## config.mk

```make
export PLATFORM = sky130hd
export DESIGN_NAME = evq_event_fifo
export DESIGN_NICKNAME = d
export VERILOG_FILES = /design/src/rtl/evq_pkg.sv /design/src/rtl/evq_ring.sv /design/src/rtl/evq_stage.sv /design/src/rtl/evq_event_fifo.sv
export SDC_FILE = /design/constraint.sdc
export NUM_CORES = 1
export LEC_CHECK = 0
export BUFFER_PORTS_ARGS = -buffer_cell sky130_fd_sc_hd__buf_2
export CAP_MARGIN = 40
export CORE_UTILIZATION = 59
export DETAILED_ROUTE_END_ITERATION = 10
export GPL_TIMING_DRIVEN = 0
export PLACE_DENSITY = 0.8
export SETUP_SLACK_MARGIN = 0.05
export SLEW_MARGIN = 10
export SYNTH_ARGS = -nofsm -noshare
export SYNTH_HDL_FRONTEND = slang
export SYNTH_SLANG_ARGS = --single-unit
```

## constraint.sdc

```tcl
create_clock -name clk -period 6 [get_ports clk]
set_input_delay 0.9 -clock clk [delete_from_list [all_inputs] [get_ports clk]]
set_output_delay 0.9 -clock clk [all_outputs]
set_load 0.005 [all_outputs]
```

## src/rtl/evq_pkg.sv

```systemverilog
package evq_pkg;

    // Staging slot states
    typedef enum logic [0:0] {
        STG_IDLE = 1'b0,   // slot empty
        STG_HELD = 1'b1    // slot holds the newest, still rewritable entry
    } stg_state_e;

endpackage

```

## src/rtl/evq_ring.sv

```systemverilog
module evq_ring #(
    parameter int TS_W   = 16,
    parameter int DATA_W = 8,
    parameter int DEPTH  = 4
) (
    input  logic              clk,
    input  logic              rst_n,
    input  logic [TS_W-1:0]   now_i,
    input  logic              push_i,
    input  logic [TS_W-1:0]   push_ts_i,
    input  logic [DATA_W-1:0] push_data_i,
    output logic              room_o,
    output logic              ev_valid_o,
    output logic [TS_W-1:0]   ev_ts_o,
    output logic [DATA_W-1:0] ev_data_o
);

    localparam int PTR_W = $clog2(DEPTH);
    localparam int CNT_W = $clog2(DEPTH + 1);
    localparam logic [PTR_W-1:0] LAST_IDX = PTR_W'(DEPTH - 1);
    localparam logic [CNT_W-1:0] FULL_CNT = CNT_W'(DEPTH);

    logic [TS_W-1:0]   ts_mem   [DEPTH];
    logic [DATA_W-1:0] data_mem [DEPTH];
    logic [PTR_W-1:0]  rd_ptr, wr_ptr;
    logic [CNT_W-1:0]  count;
    logic              pop;

    function automatic logic [PTR_W-1:0] next_ptr(input logic [PTR_W-1:0] p);
        return (p == LAST_IDX) ? '0 : p + PTR_W'(1);
    endfunction

    assign ev_ts_o    = ts_mem[rd_ptr];
    assign ev_data_o  = data_mem[rd_ptr];
    assign pop        = (count != '0) && (ts_mem[rd_ptr] == now_i);
    assign ev_valid_o = pop;
    assign room_o     = (count < FULL_CNT) || pop;

    always_ff @(posedge clk) begin
        if (push_i) begin
            ts_mem[wr_ptr]   <= push_ts_i;
            data_mem[wr_ptr] <= push_data_i;
        end
    end

    always_ff @(posedge clk) begin
        if (!rst_n) begin
            rd_ptr <= '0;
            wr_ptr <= '0;
            count  <= '0;
        end else begin
            if (push_i) wr_ptr <= next_ptr(wr_ptr);
            if (pop)    rd_ptr <= next_ptr(rd_ptr);
            unique case ({push_i, pop})
                2'b10:   count <= count + CNT_W'(1);
                2'b01:   count <= count - CNT_W'(1);
                default: count <= count;
            endcase
        end
    end

endmodule

```

## src/rtl/evq_stage.sv

```systemverilog
module evq_stage
    import evq_pkg::*;
#(
    parameter int TS_W    = 16,
    parameter int DATA_W  = 8,
    parameter int LOCKOUT = 4
) (
    input  logic              clk,
    input  logic              rst_n,
    input  logic [TS_W-1:0]   now_i,
    input  logic              wr_valid_i,
    input  logic              wr_replace_i,
    input  logic [TS_W-1:0]   wr_ts_i,
    input  logic [DATA_W-1:0] wr_data_i,
    input  logic              room_i,
    output logic              commit_o,
    output logic [TS_W-1:0]   commit_ts_o,
    output logic [DATA_W-1:0] commit_data_o,
    output logic              underflow_o,
    output logic              replace_err_o,
    output logic              overflow_o
);

    localparam int EXT_W = TS_W + 1;

    stg_state_e        state, state_nxt;
    logic [TS_W-1:0]   stage_ts;
    logic [DATA_W-1:0] stage_data;
    logic [EXT_W-1:0]  horizon;
    logic              held, late, due, push_ok, rep_req, rep_ok;
    logic              commit_req, ovf_evt, load;

    // Deadline arithmetic, one bit wider so the margin cannot wrap
    assign horizon = {1'b0, now_i} + EXT_W'(LOCKOUT);
    assign held    = (state == STG_HELD);
    assign late    = wr_valid_i && ({1'b0, wr_ts_i} <= horizon);
    assign due     = held && ({1'b0, stage_ts} <= horizon);
    assign push_ok = wr_valid_i && !wr_replace_i && !late;
    assign rep_req = wr_valid_i &&  wr_replace_i && !late;
    assign rep_ok  = rep_req && held && !due;

    // Output process
    always_comb begin
        commit_req    = held && (due || push_ok);
        commit_o      = commit_req && room_i;
        ovf_evt       = commit_req && !room_i;
        underflow_o   = late;
        replace_err_o = rep_req && !rep_ok;
        commit_ts_o   = stage_ts;
        commit_data_o = stage_data;
    end

    // Next-state process
    always_comb begin
        state_nxt = state;
        load      = 1'b0;
        unique case (state)
            STG_IDLE: begin
                if (push_ok) begin
                    state_nxt = STG_HELD;
                    load      = 1'b1;
                end
            end
            STG_HELD: begin
                if (ovf_evt) begin
                    state_nxt = STG_IDLE;
                end else if (push_ok) begin
                    load = 1'b1;
                end else if (due) begin
                    state_nxt = STG_IDLE;
                end else if (rep_ok) begin
                    load = 1'b1;
                end
            end
            default: state_nxt = STG_IDLE;
        endcase
    end

    // State register
    always_ff @(posedge clk) begin
        if (!rst_n) state <= STG_IDLE;
        else        state <= state_nxt;
    end

    always_ff @(posedge clk) begin
        if (!rst_n) begin
            stage_ts   <= '0;
            stage_data <= '0;
        end else if (load) begin
            stage_ts   <= wr_ts_i;
            stage_data <= wr_data_i;
        end
    end

    always_ff @(posedge clk) begin
        if (!rst_n)       overflow_o <= 1'b0;
        else if (ovf_evt) overflow_o <= 1'b1;
    end

endmodule

```

## src/rtl/evq_event_fifo.sv

```systemverilog
module evq_event_fifo #(
    parameter int TS_W    = 16,
    parameter int DATA_W  = 8,
    parameter int DEPTH   = 4,
    parameter int LOCKOUT = 4
) (
    input  logic              clk,
    input  logic              rst_n,
    input  logic [TS_W-1:0]   now_i,
    input  logic              wr_valid_i,
    input  logic              wr_replace_i,
    input  logic [TS_W-1:0]   wr_ts_i,
    input  logic [DATA_W-1:0] wr_data_i,
    output logic              ev_valid_o,
    output logic [TS_W-1:0]   ev_ts_o,
    output logic [DATA_W-1:0] ev_data_o,
    output logic              underflow_o,
    output logic              replace_err_o,
    output logic              overflow_o
);

    logic              commit;
    logic [TS_W-1:0]   commit_ts;
    logic [DATA_W-1:0] commit_data;
    logic              room;

    evq_stage #(
        .TS_W(TS_W), .DATA_W(DATA_W), .LOCKOUT(LOCKOUT)
    ) stage_i (
        .clk           (clk),
        .rst_n         (rst_n),
        .now_i         (now_i),
        .wr_valid_i    (wr_valid_i),
        .wr_replace_i  (wr_replace_i),
        .wr_ts_i       (wr_ts_i),
        .wr_data_i     (wr_data_i),
        .room_i        (room),
        .commit_o      (commit),
        .commit_ts_o   (commit_ts),
        .commit_data_o (commit_data),
        .underflow_o   (underflow_o),
        .replace_err_o (replace_err_o),
        .overflow_o    (overflow_o)
    );

    evq_ring #(
        .TS_W(TS_W), .DATA_W(DATA_W), .DEPTH(DEPTH)
    ) ring_i (
        .clk         (clk),
        .rst_n       (rst_n),
        .now_i       (now_i),
        .push_i      (commit),
        .push_ts_i   (commit_ts),
        .push_data_i (commit_data),
        .room_o      (room),
        .ev_valid_o  (ev_valid_o),
        .ev_ts_o     (ev_ts_o),
        .ev_data_o   (ev_data_o)
    );

endmodule

```

# --- After elaboration in Yosys (flattened, before gate mapping) ---
# Memories as Yosys holds them, arrays and structs flattened. A register that Yosys moved wholly into a read port is not among the register bits.
# Cells that the tools add are included.
classes:
  reduce_logical: 22
  eq_ne: 5
  bitwise_logic: 1
  order_cmp: 3
  addsub: 5
  muxes: 19
ops:
  columns: ["op", "n"]
  rows:
  - ["16-bit by 17-bit less-or-equal comparator with 1-bit output", 2]
  - ["16-bit by 3-bit adder with 17-bit output, second input constant", 1]
  - ["16-bit == test", 1]
  - ["1-bit logical AND", 13]
  - ["2-bit two-way mux", 6]
  - ["1-bit two-way mux", 10]
  - ["2-bit == test, second input constant", 3]
  - ["3-bit one-hot mux with 2 select lines", 1]
  - ["1-bit zero test", 5]
  - ["2-bit by 1-bit adder with 2-bit output, second input constant", 2]
  - ["1-bit one-hot mux with 2 select lines", 2]
  - ["3-bit by 1-bit adder with 3-bit output, second input constant", 1]
  - ["3-bit less-than comparator, second input constant", 1]
  - ["3-bit nonzero test", 1]
  - ["3-bit by 1-bit subtractor with 3-bit output, second input constant", 1]
  - ["2-bit by 1-bit == test with 1-bit output, second input constant", 1]
  - ["1-bit logical OR", 2]
  - ["2-bit nonzero test", 1]
  - ["1-bit inverter", 1]
totals:
  mem_count: 2
  ram_bits: 96
  input_bits: 44
  reg_bits: 33
  word_cells: 64
  out_inout_bits: 28
memory_table:
  columns: ["name", "depth", "width", "rd", "rd_clocked_by_memory_dff", "write_ports", "line", "rtl"]
  rows:
  - ["ring_i.ts_mem", 4, 16, 1, 1, 1, "evq_ring.sv:23", "logic [TS_W-1:0] ts_mem [DEPTH];"]
  - ["ring_i.data_mem", 4, 8, 1, 1, 1, "evq_ring.sv:24", "logic [DATA_W-1:0] data_mem [DEPTH];"]

# --- Depth between registers and ports, before layout ---
depth:
  depth_word: 12
  depth_mapped: 21
  depth_no_buf: 19

# --- By module ---
# From an unflattened synthesis, not the netlist that was laid out.
unflattened:
  hier_cells: 500
  hier_area_um2: 6610.1
by_module_without_submodules:
  columns: ["mod", "cells_each", "area_each_um2", "seq_area_each_um2", "instances"]
  rows:
  - ["evq_ring", 227, 4301.6, 3062.9, 1]
  - ["evq_stage", 273, 2308.5, 520.5, 1]

# --- Worst setup path after synthesis ---
# OpenSTA, ideal clock, no wires.
synth_timing:
  path_type: "input -> register"
  from: "input port now_i[7]"
  to: "register ring_i.count[2]"
  path_stages: 20
  n_path_buf: 2
  t_required_ps: 5924
  arrival_ps: 4986
  setup_slack_ps: 939
  setup_time_ps: 76
  cell_sequence: "buf_2 -> nand3_4 -> buf_2 -> nor3_2 -> nand4_1 -> xor2_1 -> ha_1 -> and3_1 -> and3_1 -> o2111ai_1 -> or4_1 -> and4b_1 -> o31a_1 -> inv_1 -> ha_1 -> inv_1 -> fa_1 -> xor2_1 -> or3_1 -> a21boi_0"
synth_via:
  elab_chain_len: 10
  word_cells_on_any_way: 17
  classes_between: "add/sub: 1; order compare: 2; eq/ne: 3; mux: 1; reduce/logical: 10"
synth_rtl:
  columns: ["item", "line", "rtl"]
  rows:
  - ["start, declared", "evq_event_fifo.sv:9", "input logic [TS_W-1:0] now_i,"]
  - ["16-bit by 3-bit adder with 17-bit output", "evq_stage.sv:34", "assign horizon = {1'b0, now_i} + EXT_W'(LOCKOUT);"]
  - ["16-bit by 17-bit less-or-equal comparator with 1-bit output", "evq_stage.sv:36", "assign late = wr_valid_i && ({1'b0, wr_ts_i} <= horizon);"]
  - ["1-bit logical AND", "evq_stage.sv:36", null]
  - ["1-bit zero test", "evq_stage.sv:38", "assign push_ok = wr_valid_i && !wr_replace_i && !late;"]
  - ["1-bit logical AND", "evq_stage.sv:38", null]
  - ["1-bit logical OR", "evq_stage.sv:44", "commit_req = held && (due || push_ok);"]
  - ["1-bit logical AND", "evq_stage.sv:44", null]
  - ["1-bit logical AND", "evq_stage.sv:45", "commit_o = commit_req && room_i;"]
  - ["2-bit by 1-bit == test with 1-bit output / 2-bit == test (equally long branches)", "evq_ring.sv:54", "unique case ({push_i, pop})"]
  - ["3-bit one-hot mux with 2 select lines / 2-bit nonzero test (equally long branches)", null, null]
  - ["end signal, assigned", "evq_ring.sv:55", "2'b10: count <= count + CNT_W'(1);"]
  - ["end signal, assigned", "evq_ring.sv:56", "2'b01: count <= count - CNT_W'(1);"]
  - ["end signal, assigned", "evq_ring.sv:57", "default: count <= count;"]
  - ["end, declared", "evq_ring.sv:26", "logic [CNT_W-1:0] count;"]
# Several ways; a longest one is shown, not always the timed one.
# A chain may end at the register's enable or synchronous reset.

# --- Final worst setup path ---
# Same ends and word-level chain as after synthesis.

==> impl_metrics.py <==
metrics = {
    "clocking": {
        "holdBufCountCts": 0,
        "cts_buffer_depth": 2,
        "cts_buffers": 17,
        "post_cts_buffers": 0,
        "clock_latency_ps": 420,
        "cts_resized": 0,
        "cts.sinks": 131,
        "cts_tree": "yes",
        "htreeDepth": 4,
        "path_clk_slew_ps": 60,
        "cts-root-buf": "clkbuf_16",
    },
    "yosys": {
        "synth_area_per_cell_um2": 12.80,
        "synth_seq_cells": 131,
        "synth_flop_cell": "edfxtp_1",
        "syn_nets": 607,
        "ys_types": 75,
        "syn_inst": 530,
        "synth-edff-count": 96,
        "yosysWarnings": 0,
        "synth-async-reset-ratio_pct": 0,
        "syn_area_mm2": 0.006785,
        "ys_seq_area_share_pct": 52.81,
    },
    "floorplanning": {
        "initial_utilization_pct": 61.51,
        "die-area_mm2": 0.01193,
        "die_height_um": 109.2,
        "fp.dieW_um": 109.2,
        "rows": 38,
        "coreArea_mm2": 0.01103,
        "io-pin-count": 72,
    },
    "global_route": {
        "grt_pass1_vias": 4814,
        "grt_pass1_wl_um": 25700,
        "grt_usage_pct": 30.36,
        "antenna_found_initial": 0,
        "grt_max_degree": 25,
        "grt_remaining_overflow": 0,
    },
    "critical_path": {
        "path_class": "primary input to register",
        "crit_chain": "buf_2 -> nand3_4 -> buf_2 -> nor3_2 -> nand4_1 -> xor2_1 -> ha_1 -> and3_1 -> and3_1 -> o2111ai_1 -> or4_1 -> and4b_1 -> o31a_1 -> inv_1 -> ha_1 -> inv_1 -> fa_1 -> xor2_1 -> or3_1 -> a21boi_0",
        "crit_path_end_kind": "register",
        "required_ps": 6340,
        "arrival_ps": 5730,
        "timing.rr.end": "ring_i.count[2]",
        "slowest_stage": "or4_1",
        "rrSetupSlack_ps": 1920,
        "worst-r2r-cell-count": 16,
        "startpoint_type": "primary input",
        "cpPeakStageDelay_ps": 640,
        "crit_path_max_fanout": 10,
    },
    "routing": {
        "drt-total-wl_um": 16710,
        "via_count": 4840,
        "drc": 0,
        "viasPerCell": 6.335,
        "drt_pass1_iterations": 6,
        "ant_nets": 0,
        "post_drt_wl_per_cell_um": 21.87,
        "dr.first_iter.drc_count": 397,
    },
    "timing": {
        "tns_ps": 0,
        "clock.fmax_ghz": 0.1858,
        "clock_skew_ps": 8.355,
        "rsz0062_at_grt": "false",
        "setup_viol": 0,
        "period_needed_ps": 5383,
        "tightest_slew_ps": 765.0,
        "worst_slack_ps": 617.3,
        "period_share_pct": 89.71,
        "slew_viol_final": 0,
        "hold_viol": 0,
        "slew_headroom_pct": 49.00,
    },
    "layout": {
        "final-seq-area_mm2": 0.003583,
        "drive_above_1_share_pct": 25.00,
        "multi_input_area_mm2": 0.002963,
        "stdcell_area_mm2": 0.007880,
        "nets": 688,
        "antenna_cells": 0,
        "nFillCells": 767,
        "synthToLayoutAreaGrowth_pct": 16.14,
    },
    "place": {
        "portBuffers": 62,
        "dpl_cell_area_mm2": 0.007276,
        "dp_hpwl_um": 11730,
        "post-place-ws_ps": 315.7,
        "gp_congestion": 0.9673,
    },
    "run_status": {
        "status": "finished clean",
    },
    "power_and_ir_drop": {
        "peakVddDrop_mv": 0.1692,
        "p_per_area_mw_per_mm2": 279.7,
        "leakage_nw": 2.927,
    },
    "min_path": {
        "min_path_cells": 1,
        "min-delay-start": "stage_i.overflow_o",
        "min_path_type": "register to register",
        "hold_end": "stage_i.overflow_o",
    },
    "job": {
        "cap_viol_max_count": 0,
    },
}
[cells in the mapped netlist, drive strengths merged, types with 3 or more instances]
cell / instances / area (um^2)
a21oi: 13 / 65.06
mux2i: 45 / 450.4
nor3: 6 / 35.03
nor2: 10 / 37.54
and3: 5 / 31.28
o31a: 3 / 26.28
nor4: 6 / 56.31
and2: 8 / 52.55
mux4: 18 / 405.4
o211ai: 3 / 22.52
a21boi: 5 / 37.54
nand3: 16 / 110.1
o21a: 4 / 30.03
a21o: 6 / 45.04
edfxtp: 96 / 2883
inv: 20 / 75.07
dfxtp: 35 / 700.7
clkbuf: 9 / 33.78
buf: 19 / 135.1
nand4: 8 / 50.05
mux2: 4 / 45.04
xor2: 11 / 96.34
ha: 32 / 400.4
a211oi: 6 / 57.56
a31oi: 5 / 31.28
xnor2: 15 / 138.9
nand2: 68 / 255.2
or3: 5 / 31.28
o21ai: 6 / 30.03
or4: 3 / 30.03
[per-stage QoR]
stage | hold slack (ps) | total power, mW | std cells | utilization (%)
floorplan | 460.0 | 1.104 | 530 | -
global placement | 449.6 | 1.153 | 732 | 65.91
detailed placement | 458.5 | 1.160 | 732 | 65.96
CTS | 475.2 | 2.204 | 764 | 71.44
global route | 505.7 | 2.260 | 764 | 71.44
finish | 476.7 | 2.204 | 764 | 71.44
[power breakdown]
part	internal (mW)	switching [mW]
clock	0.658	0.400
combinational	0.0648	0.0952
sequential	0.975	0.0106
total	1.70	0.506
[cell families after synthesis]
group,after synthesis,share of synthesized area (%)
DFF,131,52.81
muxes,67,13.28
AOI/OAI and AO/OA,75,8.243
buffers and inverters,48,3.596
and+or+nand+nor,148,11.75
xor gates and xnor gates,28,4.131
adders and majority gates,33,6.196
[registers in the layout, summed over array words and instances (netlist names), named ones only]
| register | flops |
|---|---|
| ring_i.count | 3 |
| ring_i.ts_mem | 64 |
| stage_i.held | 1 |
| stage_i.commit_data_o | 8 |
| ring_i.data_mem | 32 |
| stage_i.overflow_o | 1 |
| ring_i.wr_ptr | 2 |
| ring_i.rd_ptr | 2 |
| stage_i.commit_ts_o | 16 |
[critical path: cells and delay by family]
kind | cells | cell delay (ps)
buffers and inverters | 4 | 600
xor gates and xnor gates | 2 | 390
AOI/OAI and AO/OA | 3 | 680
and+or+nand+nor | 8 | 2210
adders and majority gates | 3 | 940
[cell type report]
class,instances,area share (%)
tap,140,2.223
buffer,28,2.144
inverter,20,0.9527
sequential,131,45.47
timing repair buffer,62,3.938
clock inverter,14,2.223
multi-input combinational,351,37.60
clock buffer,18,5.446
[placed cells by master, fill, tap and decap left out, drive strengths merged, types with 15 or more instances in the layout]
cell type	synthesis	final
nand3	16	16
mux4	18	18
edfxtp	96	96
buf	19	81
ha	32	32
nand2	68	68
mux2i	45	45
xnor2	15	15
inv	20	24
clkbuf	9	27
dfxtp	35	35
[metal layers]
layer | vias to the layer above | track usage, % | part of all wire [%]
met5 | - | 0 | 0
met2 | 250 | 49.01 | 48
li1 | 2182 | - | -
met1 | 2369 | 39.61 | 41
met4 | 0 | 13.33 | 2.7
met3 | 39 | 6.455 | 8.4
[worst max-delay path by stage]
stage / from / end / slack, ps / cells past startpoint
2_1_floorplan: now_i[7] / ring_i.count[2] / 940 / 20
3_3_place_gp: now_i[7] / ring_i.data_mem[0][5] / 280 / 14
3_5_place_dp: now_i[7] / ring_i.count[2] / 320 / 21
4_1_cts: now_i[7] / ring_i.count[2] / 680 / 20
5_1_grt: now_i[7] / ring_i.count[2] / 290 / 21
6_report: now_i[7] / ring_i.count[2] / 620 / 20
Note: power is estimated with default switching activity, not from simulation.
